**src/rtl/nbr_pkg.sv**
```systemverilog
package nbr_pkg;
  typedef enum logic [2:0] {
    PH_A1 = 3'd0, PH_A2 = 3'd1, PH_A3 = 3'd2, PH_M1 = 3'd3,
    PH_M2 = 3'd4, PH_X1 = 3'd5, PH_X2 = 3'd6, PH_X3 = 3'd7
  } phase_t;

  typedef enum logic [2:0] {
    OP_NONE, OP_XFER, OP_WCHR, OP_RCHR, OP_WSTA, OP_RSTA
  } op_t;

  localparam logic [3:0] GRP_XFER = 4'h2;
  localparam logic [3:0] GRP_MEM  = 4'hE;

  function automatic op_t decode_op(input logic [3:0] hi, input logic [3:0] lo);
    op_t r;
    r = OP_NONE;
    if (hi == GRP_XFER && lo[0]) r = OP_XFER;
    else if (hi == GRP_MEM) begin
      if (lo == 4'h0)              r = OP_WCHR;
      else if (lo == 4'h9)         r = OP_RCHR;
      else if (lo[3:2] == 2'b01)   r = OP_WSTA;
      else if (lo[3:2] == 2'b11)   r = OP_RSTA;
    end
    return r;
  endfunction
endpackage

```
**src/rtl/nbr_phase.sv**
```systemverilog
module nbr_phase
  import nbr_pkg::*;
(
  input  logic   clk,
  input  logic   rst,
  input  logic   sync,
  output phase_t phase,
  output logic   valid
);
  always_ff @(posedge clk) begin
    if (rst) begin
      phase <= PH_X3;
      valid <= 1'b0;
    end else if (sync) begin
      phase <= PH_A1;
      valid <= 1'b1;
    end else if (valid) begin
      phase <= phase_t'(phase + 3'd1);
    end
  end
endmodule

```
**src/rtl/nbr_decode.sv**
```systemverilog
module nbr_decode
  import nbr_pkg::*;
#(
  parameter int NIB_W = 4
) (
  input  logic             clk,
  input  logic             rst,
  input  logic             sync,
  input  logic             valid,
  input  phase_t           phase,
  input  logic [NIB_W-1:0] bus_i,
  input  logic             cm,
  output op_t              op_q,
  output logic             cm_m2_q,
  output logic [1:0]       idx_q
);
  logic [3:0] hi_q;

  always_ff @(posedge clk) begin
    if (rst) begin
      hi_q    <= '0;
      op_q    <= OP_NONE;
      cm_m2_q <= 1'b0;
      idx_q   <= '0;
    end else if (sync) begin
      op_q    <= OP_NONE;
      cm_m2_q <= 1'b0;
    end else if (valid) begin
      if (phase == PH_M1) hi_q <= bus_i[3:0];
      if (phase == PH_M2) begin
        op_q    <= decode_op(hi_q, bus_i[3:0]);
        cm_m2_q <= cm;
        idx_q   <= bus_i[1:0];
      end
    end
  end
endmodule

```
**src/rtl/nbr_addr_latch.sv**
```systemverilog
module nbr_addr_latch
  import nbr_pkg::*;
#(
  parameter int NIB_W  = 4,
  parameter int REG_W  = 2,
  parameter int CHR_W  = 4,
  localparam int CHIP_W = NIB_W - REG_W
) (
  input  logic              clk,
  input  logic              rst,
  input  logic              valid,
  input  phase_t            phase,
  input  op_t               op,
  input  logic              cm,
  input  logic [NIB_W-1:0]  bus_i,
  input  logic [CHIP_W-1:0] strap,
  output logic              sel_q,
  output logic [REG_W-1:0]  reg_q,
  output logic [CHR_W-1:0]  chr_q
);
  logic take_q;

  always_ff @(posedge clk) begin
    if (rst) begin
      sel_q  <= 1'b0;
      reg_q  <= '0;
      chr_q  <= '0;
      take_q <= 1'b0;
    end else if (valid) begin
      if (phase == PH_X2) begin
        take_q <= 1'b0;
        if (op == OP_XFER && cm) begin
          sel_q  <= (bus_i[NIB_W-1 -: CHIP_W] == strap);
          reg_q  <= bus_i[REG_W-1:0];
          take_q <= 1'b1;
        end
      end
      if (phase == PH_X3) begin
        if (take_q) chr_q <= bus_i[CHR_W-1:0];
        take_q <= 1'b0;
      end
    end
  end
endmodule

```
**src/rtl/nbr_store.sv**
```systemverilog
module nbr_store #(
  parameter int W     = 4,
  parameter int DEPTH = 64,
  localparam int AW   = $clog2(DEPTH)
) (
  input  logic          clk,
  input  logic          we,
  input  logic [AW-1:0] waddr,
  input  logic [W-1:0]  wdata,
  input  logic          re,
  input  logic [AW-1:0] raddr,
  output logic [W-1:0]  rdata
);
  logic [W-1:0] mem [DEPTH];

  always_ff @(posedge clk) begin
    if (we) mem[waddr] <= wdata;
    if (re) rdata <= mem[raddr];
  end
endmodule

```
**src/rtl/mux_bus_nibble_ram.sv**
```systemverilog
module mux_bus_nibble_ram
  import nbr_pkg::*;
#(
  parameter int NIB_W   = 4,
  parameter int N_REGS  = 4,
  parameter int N_CHARS = 16,
  parameter int N_STAT  = 4
) (
  input  logic                             clk,
  input  logic                             rst,
  input  logic                             sync,
  input  logic [NIB_W-1:0]                 bus_i,
  output logic [NIB_W-1:0]                 bus_o,
  output logic                             bus_oe,
  input  logic                             cm,
  input  logic [NIB_W-$clog2(N_REGS)-1:0]  strap
);
  localparam int REG_W  = $clog2(N_REGS);
  localparam int CHR_W  = $clog2(N_CHARS);
  localparam int STA_W  = $clog2(N_STAT);
  localparam int MAIN_D = N_REGS * N_CHARS;
  localparam int STAT_D = N_REGS * N_STAT;

  phase_t           ph_cur;
  logic             ph_valid;
  op_t              op_q;
  logic             cm_m2_q;
  logic [1:0]       idx_q;
  logic             sel_q;
  logic [REG_W-1:0] reg_q;
  logic [CHR_W-1:0] chr_q;

  nbr_phase u_phase (
    .clk(clk), .rst(rst), .sync(sync), .phase(ph_cur), .valid(ph_valid)
  );

  nbr_decode #(.NIB_W(NIB_W)) u_dec (
    .clk(clk), .rst(rst), .sync(sync), .valid(ph_valid), .phase(ph_cur),
    .bus_i(bus_i), .cm(cm), .op_q(op_q), .cm_m2_q(cm_m2_q), .idx_q(idx_q)
  );

  nbr_addr_latch #(.NIB_W(NIB_W), .REG_W(REG_W), .CHR_W(CHR_W)) u_lat (
    .clk(clk), .rst(rst), .valid(ph_valid), .phase(ph_cur), .op(op_q),
    .cm(cm), .bus_i(bus_i), .strap(strap),
    .sel_q(sel_q), .reg_q(reg_q), .chr_q(chr_q)
  );

  logic go, at_x1, at_x2;
  logic main_we, main_re, stat_we, stat_re;
  assign go    = ph_valid && sel_q && cm_m2_q;
  assign at_x1 = (ph_cur == PH_X1);
  assign at_x2 = (ph_cur == PH_X2);

  assign main_we = go && at_x2 && (op_q == OP_WCHR);
  assign main_re = go && at_x1 && (op_q == OP_RCHR);
  assign stat_we = go && at_x2 && (op_q == OP_WSTA);
  assign stat_re = go && at_x1 && (op_q == OP_RSTA);

  logic [NIB_W-1:0] main_rd, stat_rd;

  nbr_store #(.W(NIB_W), .DEPTH(MAIN_D)) u_main (
    .clk(clk), .we(main_we), .waddr({reg_q, chr_q}), .wdata(bus_i),
    .re(main_re), .raddr({reg_q, chr_q}), .rdata(main_rd)
  );

  nbr_store #(.W(NIB_W), .DEPTH(STAT_D)) u_stat (
    .clk(clk), .we(stat_we), .waddr({reg_q, idx_q[STA_W-1:0]}), .wdata(bus_i),
    .re(stat_re), .raddr({reg_q, idx_q[STA_W-1:0]}), .rdata(stat_rd)
  );

  logic oe_q, from_stat_q;

  always_ff @(posedge clk) begin
    if (rst) begin
      oe_q        <= 1'b0;
      from_stat_q <= 1'b0;
    end else begin
      oe_q <= main_re || stat_re;
      if (main_re || stat_re) from_stat_q <= stat_re;
    end
  end

  assign bus_oe = oe_q;
  assign bus_o  = oe_q ? (from_stat_q ? stat_rd : main_rd) : '0;
endmodule

```
**config.mk**
```make
export PLATFORM = sky130hd
export DESIGN_NAME = mux_bus_nibble_ram
export DESIGN_NICKNAME = d
export VERILOG_FILES = /design/src/rtl/nbr_pkg.sv /design/src/rtl/nbr_phase.sv /design/src/rtl/nbr_decode.sv /design/src/rtl/nbr_addr_latch.sv /design/src/rtl/nbr_store.sv /design/src/rtl/mux_bus_nibble_ram.sv
export SDC_FILE = /design/constraint.sdc
export NUM_CORES = 1
export LEC_CHECK = 0
export ABC_CLOCK_PERIOD_IN_PS = 4100
export CAP_MARGIN = 0
export CORE_MARGIN = 2
export CORE_UTILIZATION = 28
export CTS_CLUSTER_SIZE = 28
export DETAILED_ROUTE_END_ITERATION = 10
export SYNTH_ARGS = -nofsm -noshare
export SYNTH_HDL_FRONTEND = slang
export SYNTH_SLANG_ARGS = --single-unit
export TNS_END_PERCENT = 1
```
**constraint.sdc**
```tcl
create_clock -name clk -period 4.1 [get_ports clk]
set_clock_uncertainty 0.15 [all_clocks]
set_input_delay 0.615 -clock clk [delete_from_list [all_inputs] [get_ports clk]]
set_output_delay 0.615 -clock clk [all_outputs]
set_load 0.02 [all_outputs]
```
== Yosys cells after proc, flatten, opt, wreduce, memory -nomap -nowiden ==
Memory sizes are Yosys's and may differ from the RTL's. A register that Yosys moved wholly into a read port is not among the register bits.
Index checks and enable logic that the tools add are counted.
Storage, ports and cells
  RAM bits: 320
  register bits: 24
  word-level logic and storage cells: 70
  memories: 2
Memories
  u_main.mem: words 64, bits a word 4, read ports 1, clocked after Yosys merged registers in 1, wr ports 1, RTL line nbr_store.sv:14  | logic [W-1:0] mem [DEPTH];
  u_stat.mem: words 16, bits a word 4, read ports 1, clocked after Yosys merged registers in 1, wr ports 1, RTL line nbr_store.sv:14
Operators by class
  multiplexer cells: 17
  eq/ne operators: 16
  bitwise logic cells: 1
  $add $sub $neg: 1
  reductions and logical operators: 21
Operators by type and width (count)
  $mux 3: 8
  $eq 3x3->1 const B: 6
  $reduce_and 3->1: 4
  $logic_and 1x1->1: 10
  $eq 3x2->1 const B: 3
  $eq 4x4->1 const B: 2
  $mux 4: 2
  $mux 1: 7
  $eq 4x2->1 const B: 1
  $logic_not 4->1: 1
  $reduce_and 2->1: 2
  $reduce_bool 2->1: 2
  $add 3x1->3 const B: 1
  $eq 3x1->1 const B: 1
  $eq 2x1->1 const B: 1
  $eq 2x2->1: 1
  $eq 2x2->1 const B: 1
  $reduce_or 2->1: 1
  $logic_or 1x1->1: 1
  $not 1->1: 1

== Longest topological paths before layout ==
Gate-level depths: netlist of run 1.
  depth after elaboration: 7
  depth in mapped cells: 9
  depth with buffers taken out: 7

== By module ==
Synthesis of run 1 repeated with hierarchy kept, for this count alone.
Unflattened totals
  cell total of the unflattened synthesis: 786
  area, all modules: 14366.3 um^2
Modules (own cells, without submodules)
  nbr_store (u_main): times used 1, area an instance 10447.5 um^2, cells each 521
  nbr_store (u_stat): times used 1, area an instance 2706.3 um^2, cells each 130
  nbr_decode: times used 1, area an instance 466.7 um^2, cells each 52
  nbr_addr_latch: times used 1, area an instance 366.6 um^2, cells each 41
  mux_bus_nibble_ram: times used 1, area an instance 212.7 um^2, cells each 27
  nbr_phase: times used 1, area an instance 166.4 um^2, cells each 15

== Least setup slack after synthesis of run 1 ==
No wires, ideal clock.
  path kind: register to register
  from: register u_lat.chr_q[2]
  to: memory u_main.mem[10][0] (enable)
  path buffers: 5
  arrival time: 1.841 ns
  path slack: 1.779 ns
  data required time: 3.620 ns
  cell stages (with the launch flop): 9
  clock period less this slack: 2.321 ns
  cell sequence: dfxtp_1 -> buf_6 -> buf_4 -> buf_4 -> buf_4 -> buf_2 -> nor3b_1 -> nand2_1 -> nor2_1
RTL lines
  start: declaration: RTL line nbr_addr_latch.sv:19  | output logic [CHR_W-1:0] chr_q
  start signal: assignment: RTL line nbr_addr_latch.sv:39  | if (take_q) chr_q <= bus_i[CHR_W-1:0];
  end: declaration: RTL line nbr_store.sv:14
Straight into the memory's write port.

== Final worst setup path of run 1 ==
  from: register u_lat.chr_q[1]
  to: memory u_main.mem[31][0] (enable)
Straight into the memory's write port.

==> metrics.txt, run 1 <==
Setup TNS 0 ps; Leak Pwr between 4 and 5 nW; RePlAce Congestion ~0.83; Die Ht ~230 um; Initial Util 28.3%; Clock Pin Slew Worst Setup and Hold Paths ~60 ps; global route overflow 0; CTS tree built; Slew headroom between 20% and 30%; Worst setup SP type register; Net Count, Synth around 900; CTS sink cnt roughly 350; GRT Total Usage a little over an eighth; n_diodes 0; Nets around 910; routed len/inst 21.7 um; largest net degree at the start of global routing 87; # rows about 80; initial antenna violation count 0; clk_lat worst skew about 540 ps; Post CTS Setup Buffer Count 0; crit path max fanout 33; outcome completed; Crit. End Element register; die width 229 um; final period utilization about four fifths; vias around 8100; Seq. cell area 10300 um^2; CTS-repair resized insts 0; final wirelength 34700 um; pwr dens 450 nW/um^2; Async SR Flop Fraction 0%; FILL cells just under 5000; top_reg_cell synth edfxtp_1; Hold Crit Class register to register; fin crit period ~3300 ps; Yosys cell types 55; Routed Antenna Nets 0; EDFF count, synth ~330; area grow syn2layout 13.9%; crit path DAT approximately 3300 ps; H-tree depth 2; first-pass GRT wire length roughly 52000 um; area occupied by multi-input gates between 3000 and 4000 um^2; max_cap viols 0; CTS buffer count 37; Core Util, Final 32.2%; # DRC 0; Crit Path Class register to register; share of layout cells above drive strength 1 about 13%; Peak VDD IR 273 uV; CP Data Required Time around 4100 ps; sequential area share after synthesis 73.1%; Hold Slack between 300 and 400 ps; Post-CTS Hold Fix Bufs 0; Pre-antenna DRT Iters 7; clock buffer depth 3; IO Port Bufs 14; die area 52300 um^2; fmax between 300 and 400 MHz; Yosys warnings 0; Final Power 7.25 mW; initial drt markers between 800 and 900; Hold Vio Cnt, Final 0; Setup Viol. Count Final 0; flops & latches, synth around 350; Top Ports 15; CTS root buffer clkbuf_16; RSZ-0062 raised after global routing false; synthesized cell area ~14000 um^2; fin. max-slew vios 0; Final HPWL DP roughly 21000 um; Mapped Cells 885; Slew @ Worst Pin 1080 ps; Core Area between 40000 and 50000 um^2; syn avg cell area 16.0 um^2; detailed-route vias per instance roughly 5.1; number of global-route vias before repair about 8000
[flip-flops by register name, summed over array words and instances, names as in the netlist]
signal and count:
u_lat.reg_q 2, u_lat.chr_q 4, u_dec.idx_q 2, u_main.mem 256, u_lat.sel_q 1, u_main.rdata 4, u_dec.cm_m2_q 1, bus_oe 1
u_stat.mem 64, u_stat.rdata 4, u_dec.op_q 3, u_phase.phase 3, u_phase.valid 1, from_stat_q 1, u_lat.take_q 1, u_dec.hi_q 4
[report_power, final]
| group | internal [mW] | switching, mW | total, mW |
|---|---|---|---|
| Clock | 1.87 | 1.34 | 3.21 |
| Sequential | 3.92 | 0.00667 | 3.93 |
| Combinational | 0.0220 | 0.0786 | 0.101 |
| Total | 5.82 | 1.43 | 7.25 |
[critical path, cell delays in order (launching register included)]
cell and delay [ps]:
dfxtp_4 600, and2_1 920, nand2_1 680, nor2_1 570
[path summary, 6_finish.rpt]
| kind | from | endpoint | slack (ps) | depth (start not counted) |
|---|---|---|---|---|
| worst max register to register | u_lat.chr_q[1] | u_main.mem[31][0] | 810 | 3 |
| worst min register to register | u_dec.idx_q[0] | u_dec.idx_q[0] | 340 | 2 |
| worst max-delay path | u_lat.chr_q[1] | u_main.mem[31][0] | 810 | 3 |
| worst min-delay path | u_dec.idx_q[0] | u_dec.idx_q[0] | 340 | 2 |
[cell families (layout without fill, tap and decap cells)]
family | after synthesis | in the layout | synth area share (%)
flops | 352 | 352 | 73.1
simple gates | 206 | 206 | 6.69
compound gates | 172 | 172 | 8.71
mux | 77 | 77 | 8.34
buf+inv | 68 | 106 | 2.37
fa+ha+maj | 6 | 6 | 0.531
xor+xnor | 4 | 4 | 0.248
[layout make-up]
class	instances	area share [%]
clock inverter	16	0.824
sequential	352	64.2
inverter	8	0.187
clock buffer	50	6.32
timing repair buffer	32	1.66
tap	672	5.23
multi-input combinational	465	21.5
[per-stage QoR]
step	worst slack [ps]	cells	instance area, um^2
6_report	807	1595	16100
3_5_place_dp	888	1529	14900
3_3_place_gp	857	1529	14900
2_1_floorplan	1780	885	14100
4_1_cts	879	1595	16100
5_1_grt	726	1595	16100
[placed cells by master (no fill, tap or decap), types with 14 or more instances in the layout]
cell,instances
mux4_2,32
buf_4,17
a22o_1,15
a22oi_1,44
clkbuf_16,39
edfxtp_1,328
mux2i_1,39
dfxtp_1,22
nor3_1,15
a221oi_1,20
nand2_1,31
o22ai_1,14
o21ai_0,19
nor2_1,106
a21oi_1,28
[cell usage after synthesis (4+ instances only)]
cell	n	area [um^2]
mux2_2	6	67.6
inv_1	7	26.3
buf_2	17	85.1
a22oi_1	44	330
mux2i_1	39	390
or4_1	4	30.0
a21oi_1	28	140
a211oi_1	5	37.5
nand3_1	11	55.1
o221ai_1	4	35.0
mux4_2	32	721
buf_6	5	56.3
a221oi_1	20	175
buf_4	5	37.5
o22ai_1	14	87.6
nand2b_1	5	31.3
o21bai_1	5	37.5
dfxtp_1	24	480
a22o_1	15	131
ha_1	6	75.1
clkbuf_1	29	109
nand2_1	31	116
nor2b_1	13	81.3
o21ai_0	19	95.1
nor3_1	15	75.1
nor2_1	106	398
edfxtp_1	328	9850
nand3b_1	4	30.0
[metal layers]
| metal | vias to the layer above | wire length, um | track usage, % |
|---|---|---|---|
| li1 | 3516 | - | - |
| met1 | 4080 | 14400 | 17.6 |
| met2 | 397 | 16400 | 21.1 |
| met3 | 78 | 2770 | 2.61 |
| met4 | 0 | 1080 | 4.62 |
| met5 | - | 0 | 0 |
(Power assumes the default switching activity.)
==> run 2, diff against run 1 <==
--- a/config.mk
+++ b/config.mk
@@ -5,7 +5,7 @@
 export SDC_FILE = /design/constraint.sdc
 export NUM_CORES = 1
 export LEC_CHECK = 0
-export ABC_CLOCK_PERIOD_IN_PS = 4100
+export ABC_CLOCK_PERIOD_IN_PS = 2700
 export CAP_MARGIN = 0
 export CORE_MARGIN = 2
 export CORE_UTILIZATION = 28
==> constraint.sdc (replaced) <==
create_clock -name clk -period 2.7 [get_ports clk]
set_clock_uncertainty 0.15 [all_clocks]
set_input_delay 0.405 -clock clk [delete_from_list [all_inputs] [get_ports clk]]
set_output_delay 0.405 -clock clk [all_outputs]
set_load 0.02 [all_outputs]
==> run 2 against run 1 <==
Via count is 2.3% higher. Critical path depth is 4 higher. Flip-flop and latch count stayed put. Fmax is 25% higher. Clock power is 58% higher. Total power is 55% higher. Critical path type unchanged. Largest power group unchanged. Highest routed layer unchanged.
==> metrics.txt, run 2 (synthesis gave the netlist of run 1 again) <==
fmax 380 MHz (+25%); Hold Vio Cnt, Final 0 (unchanged); die width 229 um (unchanged); final wirelength 34900 um (+0.70%); HP Start bus_i[0]; CP Launch Point u_lat.chr_q[2]; Top Ports 15 (unchanged); detailed-route vias per instance 4.97 (-1.8%); WP buf/inv 1 (+1); Crit Path Class register to register; RePlAce Congestion 0.874 (+5.3%); share of layout cells above drive strength 1 19.7% (+6.9 points); initial drt markers 1032 (+15%); crit path max fanout 18 (-45%); Die Ht 229 um (unchanged); pwr dens 670 nW/um^2 (+49%); IO Port Bufs 14 (unchanged); Final Power 11.2 mW (+55%); Pre-antenna DRT Iters 5 (-2); Crit. End Element register; Routed Antenna Nets 0 (unchanged); DP Area 15500 um^2 (+3.6%); # DRC 0 (unchanged); initial antenna violation count 0 (unchanged); Final HPWL DP 23600 um (+11%); most frequent cells in the layout edfxtp_1 (328), nor2_1 (101), buf_4 (79); max reg flops 256 (unchanged); M1 WL 14700 um (+2.0%); Initial Util 28.3% (unchanged); number of global-route vias before repair 8266 (+1.9%); max_cap viols 0 (unchanged); Setup Viol. Count Final 0 (unchanged); Top Registers u_main.mem (256), u_stat.mem (64); Core Area 50000 um^2 (unchanged); routed len/inst 21.0 um (-3.4%); Post CTS Setup Buffer Count 0 (unchanged); area grow syn2layout 18.3%; fin crit period 2630 ps (-662 ps); outcome completed; RSZ-0062 raised after global routing false; largest net degree at the start of global routing 67 (-23%); clk_lat worst skew 520 ps (-20 ps); Clock Pin Slew Worst Setup and Hold Paths 60 ps (about the same); first-pass GRT wire length 52700 um (+1.5%); CTS sink cnt 352 (unchanged); DR WL met3 2800 um (+0.94%); fin. max-slew vios 0 (unchanged); crit-path max cell delay 520 ps (-400 ps); FILL cells 4794 (-1.1%); die area 52300 um^2 (unchanged); FF-to-FF Start u_lat.chr_q[2]; CTS root buffer clkbuf_16; max layer used met4; CP Data Required Time 2810 ps (-1310 ps); GRT Total Usage 13.2% (+0.088 points); vias 8256 (+2.3%); Core Util, Final 33.4% (+1.2 points); crit path DAT 2740 ps (-570 ps); global route overflow 0 (unchanged); Leak Pwr 5.25 nW (+7.5%); clock buffer depth 3 (unchanged); Worst setup SP type register; CTS tree built; Nets 978 (+7.2%); H-tree depth 2 (unchanged); Hold Crit Class primary input to register; final period utilization 97.4% (+17 points); CTS buffer count 37 (unchanged); n_diodes 0 (unchanged); largest register by flop count u_main.mem; Peak VDD IR 406 uV (+49%); Slew headroom 29.0% (+1.3 points); CP delay by family, top simple AND/OR/NAND/NOR gates; Crit-path slowest cell or4_1; leading cell type in the layout, fill and taps excluded edfxtp_1; Slew @ Worst Pin 1060 ps (-20.6 ps); CP Cell Sequence buf_4, and2b_4, a221oi_1, a211oi_1, a311oi_1, nand4_1, or4_1; post-route cell area 16700 um^2 (+3.9%); # rows 82 (unchanged); Met2 Wirelength 16700 um (+1.4%)
run 2: cell types whose count changed in the layout (fill, tap and decap cells not counted), sizes merged:
cell,before,now
clkbuf,50,55
buf,22,88
clkinv,12,7
bufinv,2,3
run 2: metrics by stage:
stage,TNS [ps],hold slack (ps),worst slack (ps),cells
3_3_place_gp,-1.86,319,-1.86,1595
2_1_floorplan,0,305,379,885
4_1_cts,0,119,22.0,1662
3_5_place_dp,-46.1,327,-46.1,1595
6_report,0,131,69.2,1662
5_1_grt,0,120,1.49,1662
run 2: path summary, 6_finish.rpt:
| kind | to | slack, ps | depth (start not counted) |
|---|---|---|---|
| max reg2reg | u_main.rdata[1] | 70 | 7 |
| min reg2reg | u_dec.idx_q[0] | 330 | 2 |
| min | u_stat.mem[7][0] | 130 | 1 |
| max | u_main.rdata[1] | 70 | 7 |
run 2: area by class of cell:
| type | instances | area, um^2 | area share, % |
|---|---|---|---|
| tap | 672 | 841 | 5.03 |
| clock buffer | 55 | 1070 | 6.38 |
| timing repair buffer | 98 | 805 | 4.82 |
| clock inverter | 12 | 136 | 0.816 |
| inverter | 8 | 30.0 | 0.180 |
| multi-input combinational | 465 | 3490 | 20.9 |
| sequential | 352 | 10300 | 61.9 |
run 2: what timing repair did:
item / CTS / global route
hold buffers: 0 / 0
resized for setup: 1 / 11
endpoints found under the setup margin: 1 / 21
run 2: per-layer routing:
metal  track usage [%]  vias up
met2              21.2      348
met1              18.2     4187
li1                  -     3660
met4              3.41        0
met3              2.74       61
met5                 0        -
run 2: power by group:
| group | switching [mW] | internal (mW) | total (mW) |
|---|---|---|---|
| Clock | 2.04 | 3.02 | 5.07 |
| Combinational | 0.121 | 0.0426 | 0.164 |
| Sequential | 0.00742 | 5.96 | 5.96 |
==> run 3, diff against run 2 <==
--- a/config.mk
+++ b/config.mk
@@ -5,7 +5,6 @@
 export SDC_FILE = /design/constraint.sdc
 export NUM_CORES = 1
 export LEC_CHECK = 0
-export ABC_CLOCK_PERIOD_IN_PS = 2700
 export CAP_MARGIN = 0
 export CORE_MARGIN = 2
 export CORE_UTILIZATION = 28
==> results of run 3 <==
Same layout as run 2: the final DEF is identical, and so are final timing and power.
